<file path="config.mk">
export PLATFORM = sky130hd
export DESIGN_NAME = dma_prio_arbiter
export DESIGN_NICKNAME = d
export VERILOG_FILES = /design/src/rtl/dma_arb_pkg.sv /design/src/rtl/dma_req_flags.sv /design/src/rtl/dma_prio_pick.sv /design/src/rtl/dma_bus_fsm.sv /design/src/rtl/dma_prio_arbiter.sv
export SDC_FILE = /design/constraint.sdc
export NUM_CORES = 1
export LEC_CHECK = 0
export BUFFER_PORTS_ARGS = -buffer_cell sky130_fd_sc_hd__buf_2
export CAP_MARGIN = 20
export CORE_AREA = 8 8 45 47
export CTS_BUF_LIST = sky130_fd_sc_hd__clkbuf_4 sky130_fd_sc_hd__clkbuf_8 sky130_fd_sc_hd__clkbuf_16
export CTS_CLUSTER_SIZE = 40
export DETAILED_ROUTE_END_ITERATION = 6
export DIE_AREA = 0 0 53 55
export GPL_ROUTABILITY_DRIVEN = 0
export GPL_TIMING_DRIVEN = 0
export SLEW_MARGIN = 20
export SYNTH_ARGS = -nofsm -noshare
export SYNTH_HDL_FRONTEND = slang
export SYNTH_SLANG_ARGS = --single-unit
</file>
<file path="constraint.sdc">
create_clock -name clk -period 3.29 [get_ports clk]
set_input_delay 0.658 -clock clk [delete_from_list [all_inputs] [get_ports clk]]
set_output_delay 0.658 -clock clk [all_outputs]
set_load 0.02 [all_outputs]
</file>
<file path="src/rtl/dma_arb_pkg.sv">
package dma_arb_pkg;
  typedef enum logic [1:0] {
    ST_FREE = 2'd0,
    ST_XFER = 2'd1,
    ST_GAP  = 2'd2
  } bus_state_e;
endpackage

</file>
<file path="src/rtl/dma_req_flags.sv">
module dma_req_flags #(
  parameter int NCH = 4
) (
  input  logic           clk,
  input  logic           rst_n,
  input  logic [NCH-1:0] trig_i,
  input  logic [NCH-1:0] en_i,
  input  logic [NCH-1:0] clr_i,
  output logic [NCH-1:0] flag_o
);
  logic [NCH-1:0] smp_q;
  logic [NCH-1:0] flag_q;

  // capture window closes at the falling edge
  always_ff @(negedge clk or negedge rst_n) begin
    if (!rst_n) smp_q <= '0;
    else        smp_q <= trig_i & en_i;
  end

  for (genvar g = 0; g < NCH; g++) begin : g_flag
    always_ff @(posedge clk or negedge rst_n) begin
      if (!rst_n) flag_q[g] <= 1'b0;
      else        flag_q[g] <= (flag_q[g] & ~clr_i[g]) | smp_q[g];
    end

    a_r2_capture_sets: assert property (@(posedge clk) disable iff (!rst_n)
      smp_q[g] |=> flag_q[g]);
    a_r4_grant_clears: assert property (@(posedge clk) disable iff (!rst_n)
      (clr_i[g] && !smp_q[g]) |=> !flag_q[g]);
  end

  assign flag_o = flag_q;
endmodule

</file>
<file path="src/rtl/dma_prio_pick.sv">
module dma_prio_pick #(
  parameter int NCH = 4,
  localparam int CHW = (NCH > 1) ? $clog2(NCH) : 1
) (
  input  logic [NCH-1:0] req_i,
  output logic           hit_o,
  output logic [CHW-1:0] idx_o
);
  always_comb begin
    idx_o = '0;
    for (int i = NCH - 1; i >= 0; i--) begin
      if (req_i[i]) idx_o = CHW'(i);
    end
  end

  assign hit_o = |req_i;
endmodule

</file>
<file path="src/rtl/dma_bus_fsm.sv">
module dma_bus_fsm
  import dma_arb_pkg::*;
#(
  parameter int NCH = 4,
  localparam int CHW = (NCH > 1) ? $clog2(NCH) : 1
) (
  input  logic           clk,
  input  logic           rst_n,
  input  logic           any_i,
  input  logic [CHW-1:0] win_i,
  input  logic           cpu_req_i,
  input  logic           cpu_done_i,
  input  logic           xfer_done_i,
  output logic [NCH-1:0] clr_o,
  output logic [CHW-1:0] ch_o,
  output logic           own_o
);
  bus_state_e st_q, st_d;
  logic [CHW-1:0] ch_q;
  logic go;

  assign go = (st_q == ST_FREE) && any_i && !cpu_req_i;

  always_comb begin
    st_d = st_q;
    unique case (st_q)
      ST_FREE: if (go)          st_d = ST_XFER;
      ST_XFER: if (xfer_done_i) st_d = ST_GAP;
      ST_GAP:  if (cpu_done_i)  st_d = ST_FREE;
      default:                  st_d = ST_FREE;
    endcase
  end

  always_ff @(posedge clk or negedge rst_n) begin
    if (!rst_n) begin
      st_q <= ST_FREE;
      ch_q <= '0;
    end else begin
      st_q <= st_d;
      if (go) ch_q <= win_i;
    end
  end

  for (genvar g = 0; g < NCH; g++) begin : g_clr
    assign clr_o[g] = go && (win_i == CHW'(g));
  end

  assign ch_o  = ch_q;
  assign own_o = (st_q == ST_XFER);

  a_r5_one_transfer: assert property (@(posedge clk) disable iff (!rst_n)
    (own_o && xfer_done_i) |=> !own_o);
  a_r7_cpu_gap: assert property (@(posedge clk) disable iff (!rst_n)
    (st_q == ST_GAP) |=> !own_o);
  a_r8_index_hold: assert property (@(posedge clk) disable iff (!rst_n)
    (own_o && !xfer_done_i) |=> (own_o && $stable(ch_o)));
  a_r9_cpu_blocks: assert property (@(posedge clk) disable iff (!rst_n)
    ((st_q == ST_FREE) && cpu_req_i) |=> !own_o);
endmodule

</file>
<file path="src/rtl/dma_prio_arbiter.sv">
module dma_prio_arbiter #(
  parameter int NCH = 4,
  localparam int CHW = (NCH > 1) ? $clog2(NCH) : 1
) (
  input  logic           clk,
  input  logic           rst_n,
  input  logic [NCH-1:0] trig_i,
  input  logic [NCH-1:0] en_i,
  input  logic           cpu_req_i,
  input  logic           cpu_done_i,
  input  logic           xfer_done_i,
  output logic [CHW-1:0] grant_ch_o,
  output logic           dma_own_o
);
  logic [NCH-1:0] flag, pend, clr;
  logic           hit;
  logic [CHW-1:0] win;

  dma_req_flags #(.NCH(NCH)) u_flags (
    .clk(clk), .rst_n(rst_n), .trig_i(trig_i), .en_i(en_i),
    .clr_i(clr), .flag_o(flag)
  );

  assign pend = flag & en_i;

  dma_prio_pick #(.NCH(NCH)) u_pick (
    .req_i(pend), .hit_o(hit), .idx_o(win)
  );

  dma_bus_fsm #(.NCH(NCH)) u_fsm (
    .clk(clk), .rst_n(rst_n), .any_i(hit), .win_i(win),
    .cpu_req_i(cpu_req_i), .cpu_done_i(cpu_done_i), .xfer_done_i(xfer_done_i),
    .clr_o(clr), .ch_o(grant_ch_o), .own_o(dma_own_o)
  );

  // channels strictly below the granted one, used by the priority check
  logic [NCH-1:0] below_mask;
  assign below_mask = (NCH'(1) << grant_ch_o) - NCH'(1);

  a_r1_lowest_wins: assert property (@(posedge clk) disable iff (!rst_n)
    $rose(dma_own_o) |-> ((($past(pend) & below_mask) == '0)
                          && ((($past(pend) >> grant_ch_o) & NCH'(1)) != '0)));
  a_r6_enabled_only: assert property (@(posedge clk) disable iff (!rst_n)
    $rose(dma_own_o) |-> ((($past(en_i) >> grant_ch_o) & NCH'(1)) != '0));
  a_r10_reset_idle: assert property (@(posedge clk)
    $rose(rst_n) |-> (!dma_own_o && grant_ch_o == '0));
endmodule

</file>
Word level (Yosys, flattened, before mapping)
Cells that the tools add are included.
{"block": "op_classes", "n_eq_ne": 8, "muxes": 8, "bitwise_logic": 14, "reduce_logical": 11}
{"operator": "$mux 2", "count": 7}
{"operator": "$and 4x4->4", "count": 2}
{"operator": "$eq 2x2->1 const B", "count": 3}
{"operator": "$logic_and 1x1->1", "count": 6}
{"operator": "$pmux 2 s3", "count": 1}
{"operator": "$and 1x1->1", "count": 4}
{"operator": "$eq 2x1->1 const B", "count": 2}
{"operator": "$logic_not 2->1", "count": 2}
{"operator": "$ne 2x2->1 const B", "count": 2}
{"operator": "$not 1->1", "count": 4}
{"operator": "$or 1x1->1", "count": 4}
{"operator": "$reduce_or 4->1", "count": 1}
{"operator": "$reduce_and 3->1", "count": 1}
{"operator": "$ne 2x1->1 const B", "count": 1}
{"operator": "$logic_not 1->1", "count": 1}
{"block": "word_totals", "ff_bits": 12, "input_bits": 13, "out_inout_bits": 3, "wordCells": 48}

Longest topological paths before layout
Gate-level depths: netlist of the first run.
{"block": "depth", "word_depth": 10, "depth_mapped": 4, "mapped_depth_nobuf": 4}

By module
A second synthesis of the first run with hierarchy kept.
{"block": "hier_totals", "hier_cells": 51, "hier_area_um2": 545.5}
{"module": "dma_req_flags", "n_inst": 1, "cells_per_inst": 20, "area_each_um2": 270.3, "seq_area_each_um2": 200.2}
{"module": "dma_bus_fsm", "n_inst": 1, "cells_per_inst": 20, "area_each_um2": 215.2, "seq_area_each_um2": 100.1}
{"module": "dma_prio_pick", "n_inst": 1, "cells_per_inst": 7, "area_each_um2": 35.0, "seq_area_each_um2": 0.0}
{"module": "dma_prio_arbiter", "n_inst": 1, "cells_per_inst": 4, "area_each_um2": 25.0, "seq_area_each_um2": 0.0}

==> run metrics, run 1 <==
status finished clean; leakage 0.303 nW; Worst Skew 6.12 ps; WS Path Type in2reg; Post-Route WL ~920 µm; worst-margin pin slew 322 ps; Area Overhead vs Synth 25.1%; R2R depth 1; via count 388; #FFs+latches synth 12; # nets final 77; hold_buf cts 0; DRT Pass-1 Iters 4; Seq pwr share 47.3%; clk slew on worst S/H paths 70 ps; GRT Total Usage 7.36%; YS warnings 0; cell internal pwr 0.000305 W; total setup buffers inserted after CTS 0; vias in the first global route 360; largest stage delay on the critical path 130 ps; initial core utilization 36.0%; RSZ-0062 raised after global routing false; CP required 1780 ps; delay-heaviest family, CP buffers and inverters; Setup-failing EPs final 0; ant diodes 0; number of port buffers 15; clock group share of total power 22.6%; via density per instance 4.91; initial antenna violation count 0; max-slew violations 0; Switch Pwr approximately 0.00016 W; Avg Cell Area, Syn 11.3 µm²; reg2reg end u_flags.flag_o[1]; Setup TNS Final 0 ps; Crit path arrival time 920 ps; Final Hold Fails 0; Root Driver clkbuf_4; DRC violations left 0; Distinct cells, synth 15; register area share after synthesis between 60% and 70%; CTS H-tree lvls 1; DRT antenna net count 0; cell area power density 742 mW/mm²; post-CTS sizing 0; CP max FO 5; Worst path slowest cell buf_2; worst-skew pair later-pin latency about 280 ps; layout cell share with drive strength beyond 1 approximately a third; pin count of the biggest net entering global routing 13; Die Ht 55 µm; Sw Share 34.1%; Worst slew margin 78.5%; CP Cell Sequence buf_2 -> and2_1; Critical Path Stages 2; global route overflow 0; I/O pins 16; full die area 0.00292 mm²; Synth Net Count 57; first-pass GRT wire length 1.44 mm; Iter 0 DRT Violations 7; CTS sink count 12; cell row count 14; # Max-Cap Violations 0; wire per inst 11.7 µm; logic gate share of total power between 30% and 40%; Crit. End Element flip-flop; Buf+Inv Stages, Crit Path 1; clock buffer depth 2; Syn Inst Count 44; Hold Path Class in2async; minimum hold slack 238 ps; die width about 53 µm; Synth Cell Area 498 µm²; reg-to-reg startpoint u_flags.smp_q[1]; peak supply drop 0.237 mV; CTS Buf Count 3; Core Area 0.00138 mm²; reg-to-reg slack, setup 1070 ps; CTS tree built; critical path startpoint category input port
stage by stage:
step           worst slack [ps]  util (%)  cells  power, W  instance area, µm²
2_1_floorplan               702         -     44  0.000316                 498
3_3_place_gp                571      42.9     75  0.000363                 593
3_5_place_dp                564      42.9     75  0.000365                 593
4_1_cts                     865      45.0     79  0.000470                 623
5_1_grt                     863      45.0     79  0.000496                 623
6_report                    866      45.0     79  0.000462                 623
layout make-up:
class                   count  area, µm²
repair buffers             15       75.1
multi-input cells          30        190
inverters                   2       7.51
fillers                   135        761
clock buffers               4       30.0
well taps                  16       20.0
flip-flops and latches     12        300
cell usage in the layout (no fill, tap or decap):
master and n:
a21o_1 4, a21oi_1 2, a22o_1 2, a22oi_1 2, and2_1 5, buf_2 15, clkbuf_4 4, dfrtn_1 4
dfrtp_1 8, inv_1 2, nand2_1 4, nand2b_1 1, nand3_1 2, nand4_1 1, nor3_4 1, o21ai_0 5
or2b_1 1
flip-flops by register name, indices dropped and copies added (netlist names):
signal,flops
u_flags.smp_q,4
u_flags.flag_o,4
u_fsm.st_q,2
u_fsm.ch_o,2
cell families after synthesis:
family                 after synthesis  synth area share [%]
AND/OR/NAND/NOR                     15                  18.6
AO/OA/AOI/OAI                       15                  19.6
flip-flops                          12                  60.3
buffers and inverters                2                  1.51
cells in the mapped netlist:
cell | instances | area share [%]
dfrtp_1 | 8 | 40
nand4_1 | 1 | 1.3
nand2_1 | 4 | 3.0
a21o_1 | 4 | 6.0
nand2b_1 | 1 | 1.3
inv_1 | 2 | 1.5
a21oi_1 | 2 | 2.0
nand3_1 | 2 | 2.0
a22oi_1 | 2 | 3.0
a22o_1 | 2 | 3.5
nor3_4 | 1 | 3.3
o21ai_0 | 5 | 5.0
dfrtn_1 | 4 | 20
or2b_1 | 1 | 1.5
and2_1 | 5 | 6.3
power groups by stage:
stage	clock (W)	sequential, W	combinational (W)
floorplan	0	0.000233	0.0000828
global placement	0	0.000221	0.000142
detailed placement	0	0.000222	0.000142
CTS	0.000108	0.000219	0.000143
global route	0.000116	0.000224	0.000156
finish	0.000104	0.000219	0.000139
layer usage:
metal | wire length [µm] | vias up | GRT usage [%] | share of wire, %
met1 | 409 | 174 | 7.89 | 44
met4 | 40 | 0 | 9.05 | 4.3
met5 | 0 | - | 0 | 0
met3 | 100 | 5 | 3.74 | 11
met2 | 373 | 15 | 9.38 | 40
li1 | - | 194 | - | -
worst max path at each step:
stage / startpoint / to / slack [ps]
2_1_floorplan: trig_i[0] / u_flags.smp_q[0] / 700
3_3_place_gp: en_i[0] / u_flags.smp_q[0] / 570
3_5_place_dp: en_i[0] / u_flags.smp_q[0] / 560
4_1_cts: en_i[0] / u_flags.smp_q[0] / 860
5_1_grt: en_i[0] / u_flags.smp_q[0] / 860
6_report: en_i[0] / u_flags.smp_q[0] / 870
Power figures use the tool's default switching activity.
==> inputs of run 2 (changes only) <==
- clock period: 3.29 -> 2 ns (I/O delays scaled with it)
==> run metrics, run 2 (synthesis results as in run 1) <==
Crit path arrival time roughly 1200 ps; Setup-failing EPs final 0; Crit. End Element asynchronous set/reset pin; vias in the first global route 363; peak supply drop 0.391 mV; CTS sink count 12; total setup buffers inserted after CTS 0; CP Cell Sequence dlygate4sd3_1 -> buf_2; placed inst area 593 µm²; # nets final 78; cell row count 14; CTS tree built; status finished clean; via count 394; cell area power density 1200 mW/mm²; Iter 0 DRT Violations 7; clock buffer depth 2; Setup TNS Final 0 ps; number of port buffers 15; GRT Total Usage around 7.4%; clk slew on worst S/H paths about 70 ps; CP max FO 12; worst-margin pin slew 322 ps; first-pass GRT wire length 1.46 mm; initial core utilization a little over a third; Worst Skew between 6 and 7 ps; commonest non-fill, non-tap cells in the layout 15 x buf_2, 8 x dfrtp_1, 5 x and2_1, 5 x o21ai_0; via density per instance between 4 and 5; Hold Path Class in2reg; WS Path Type in2async; ant diodes 0; initial antenna violation count 0; Worst path slowest cell dlygate4sd3_1; CTS H-tree lvls 1; # Max-Cap Violations 0; wire per inst 11.6 µm; global route overflow 0; CTS Buf Count 3; pin count of the biggest net entering global routing 13; DRT antenna net count 0; RSZ-0062 raised after global routing false; full die area 0.00292 mm²; leakage ~0.31 nW; Final Hold Fails 0; worst-skew pair later-pin latency 280 ps; Post-Route WL 924 µm; minimum hold slack 334 ps; Die Ht 55 µm; critical path startpoint category input port; layout cell share with drive strength beyond 1 31.3%; largest stage delay on the critical path 520 ps; Total Power about 0.00076 W; die width 53 µm; delay-heaviest family, CP buffers and inverters; Root Driver clkbuf_4; Area Overhead vs Synth 27.1%; Core Area 0.00138 mm²; most common cell after layout, fill and taps aside buf_2; max-slew violations 0; fin area between 600 and 700 µm²; CP required 1540 ps; post-CTS sizing 0; I/O pins 16; Buf+Inv Stages, Crit Path 2; Worst slew margin roughly 78%; DRC violations left 0; DRT Pass-1 Iters 3
-- run 2: final timing paths --
path,startpoint,endpoint,slack (ps),cells after the start
setup / recovery,rst_n,u_flags.smp_q[2],350,2
max in group clk,u_flags.smp_q[1],u_flags.flag_o[1],420,1
hold reg to reg,u_flags.flag_o[3],u_flags.flag_o[3],490,1
hold / removal,xfer_done_i,u_fsm.st_q[0],330,2
min in group asynchronous,rst_n,u_fsm.st_q[0],520,2
setup reg to reg,u_flags.smp_q[1],u_flags.flag_o[1],420,1
-- run 2: repair_timing --
action                                 CTS  global route
hold buffers                             1             0
setup endpoints to repair                0             0
endpoints found under the hold margin    8             0
-- run 2: metrics by stage --
| stage | setup WS, ps | instances | util [%] |
|---|---|---|---|
| 2_1_floorplan | 315 | 44 | - |
| 3_3_place_gp | 184 | 75 | 42.9 |
| 3_5_place_dp | 177 | 75 | 42.9 |
| 4_1_cts | 315 | 80 | 45.8 |
| 5_1_grt | 265 | 80 | 45.8 |
| 6_report | 346 | 80 | 45.8 |
-- run 2: metal layers --
layer	vias to the layer above	global-route usage (%)	share of wire, %
met2	15	9.38	40
li1	196	-	-
met3	5	3.74	11
met4	0	9.05	4.3
met1	178	8.04	44
met5	-	0	0
-- run 2: power by group --
part           total [W]  switching [W]  leakage (nW)  internal [W]
registers       0.000360      0.0000503         0.140      0.000309
clock network   0.000172      0.0000807        0.0184     0.0000911
logic           0.000231       0.000128         0.149      0.000102
-- run 2: layout make-up --
| type | count | area, µm² |
|---|---|---|
| Tap cell | 16 | 20.0 |
| Fill cell | 134 | 751 |
| Inverter | 2 | 7.51 |
| Timing Repair Buffer | 16 | 85.1 |
| Sequential cell | 12 | 300 |
| Clock buffer | 4 | 30.0 |
| Multi-Input combinational cell | 30 | 190 |
==> inputs of run 3 (changes only) <==
- clock period: 2 -> 1.5 ns (I/O delays scaled with it)
==> run metrics, run 3 (synthesis results as in run 1) <==
Final Hold Fails 0; GRT Total Usage 7.42%; Post-Route WL roughly 940 µm; Area Overhead vs Synth 30.7%; vias in the first global route 363; commonest non-fill, non-tap cells in the layout 14 x buf_2, 8 x dfrtp_1, 5 x and2_1, 5 x o21ai_0; status finished clean; layout cell share with drive strength beyond 1 33.3%; ant diodes 0; I/O pins 16; Root Driver clkbuf_4; fin cells 82; worst-margin pin slew approximately 320 ps; CP required roughly 1200 ps; CTS H-tree lvls 1; Final Cycle Share a little over nine tenths; Worst Skew 6.12 ps; global route overflow 0; number of port buffers 15; R2R depth 1; Core Area 0.00138 mm²; Iter 0 DRT Violations 8; DRT Pass-1 Iters 3; clock buffer depth 2; via count 400; cell area power density 1630 mW/mm²; clk slew on worst S/H paths 70 ps; WS Path Type reg2out; Crit. End Element primary output; wire per inst 11.4 µm; Hold Path Class in2reg; Crit path arrival time 1140 ps; RSZ-0062 raised after global routing false; initial core utilization 36.0%; initial antenna violation count 0; CP max FO 3; CTS tree built; CTS Buf Count 3; die width 53 µm; most common cell after layout, fill and taps aside buf_2; fin util 47.0%; DRT antenna net count 0; # Max-Cap Violations 0; fmax 0.696 GHz; DRC violations left 0; cell row count 14; first-pass GRT wire length between 1 and 1.5 mm; hold depth 2; Worst slew margin 78.5%; Die Ht 55 µm; post-layout min period 1440 ps; Inst Count DP 75; full die area 0.00292 mm²; via density per instance 4.88; peak supply drop ~0.56 mV; Setup TNS Final 0 ps; critical path startpoint category flip-flop; FILL cells ~130; worst-skew pair later-pin latency 280 ps; CTS sink count 12; max-slew violations 0; # nets final 80; Setup-failing EPs final 0; pin count of the biggest net entering global routing 13; leakage approximately 0.32 nW
run 3: where the power goes:
part / switching, W / leakage [nW] / internal, W
Sequential: 0.0000584 / 0.140 / 0.000412
Combinational: 0.000188 / 0.160 / 0.000174
Clock: 0.000108 / 0.0184 / 0.000121
run 3: timing repair:
item | CTS | global route
setup endpoints to repair | 0 | 1
buffers inserted | 0 | 2
endpoints found under the hold margin | 8 | 0
resized for setup | 0 | 1
hold buffers | 1 | 0
run 3: worst paths after layout:
| path | start | to | slack, ps |
|---|---|---|---|
| hold reg to reg | u_flags.flag_o[3] | u_flags.flag_o[3] | 490 |
| min in group asynchronous | rst_n | u_fsm.st_q[0] | 430 |
| setup reg to reg | u_flags.smp_q[1] | u_flags.flag_o[1] | 170 |
| hold / removal | xfer_done_i | u_fsm.st_q[0] | 230 |
| setup / recovery | u_fsm.st_q[0] | dma_own_o | 60 |
| max in group asynchronous | rst_n | u_flags.smp_q[2] | 190 |
run 3: final cells by class:
| class | instances | area (µm²) | share of cell area, % |
|---|---|---|---|
| inverters | 2 | 7.51 | 1.15 |
| flip-flops and latches | 12 | 300 | 46.2 |
| clock buffers | 4 | 30.0 | 4.62 |
| well taps | 16 | 20.0 | 3.08 |
| multi-input cells | 30 | 190 | 29.2 |
| repair buffers | 18 | 103 | 15.8 |
run 3: stage by stage:
step / power, W / hold slack, ps / area [µm²] / setup WS [ps]
3_3_place_gp: 0.000795 / 190 / 593 / 34.2
2_1_floorplan: 0.000694 / 4.41 / 498 / 165
5_1_grt: 0.00114 / 247 / 651 / 6.09
3_5_place_dp: 0.000800 / 190 / 593 / 27.1
6_report: 0.00106 / 235 / 651 / 64.2
4_1_cts: 0.00103 / 235 / 633 / 21.3
run 3: layer usage:
| layer | global-route usage, % | part of all wire [%] | vias up | wire length, µm |
|---|---|---|---|---|
| met5 | 0 | 0 | - | 0 |
| met4 | 9.05 | 4.3 | 0 | 40 |
| met3 | 3.74 | 10 | 5 | 98 |
| met2 | 9.38 | 41 | 15 | 381 |
| met1 | 8.04 | 44 | 180 | 416 |
| li1 | - | - | 200 | - |
run 3: critical path: stages, from the launching register on:
cell and delay [ps]:
dfrtp_1 400, or2b_1 250, inv_1 70, buf_4 130
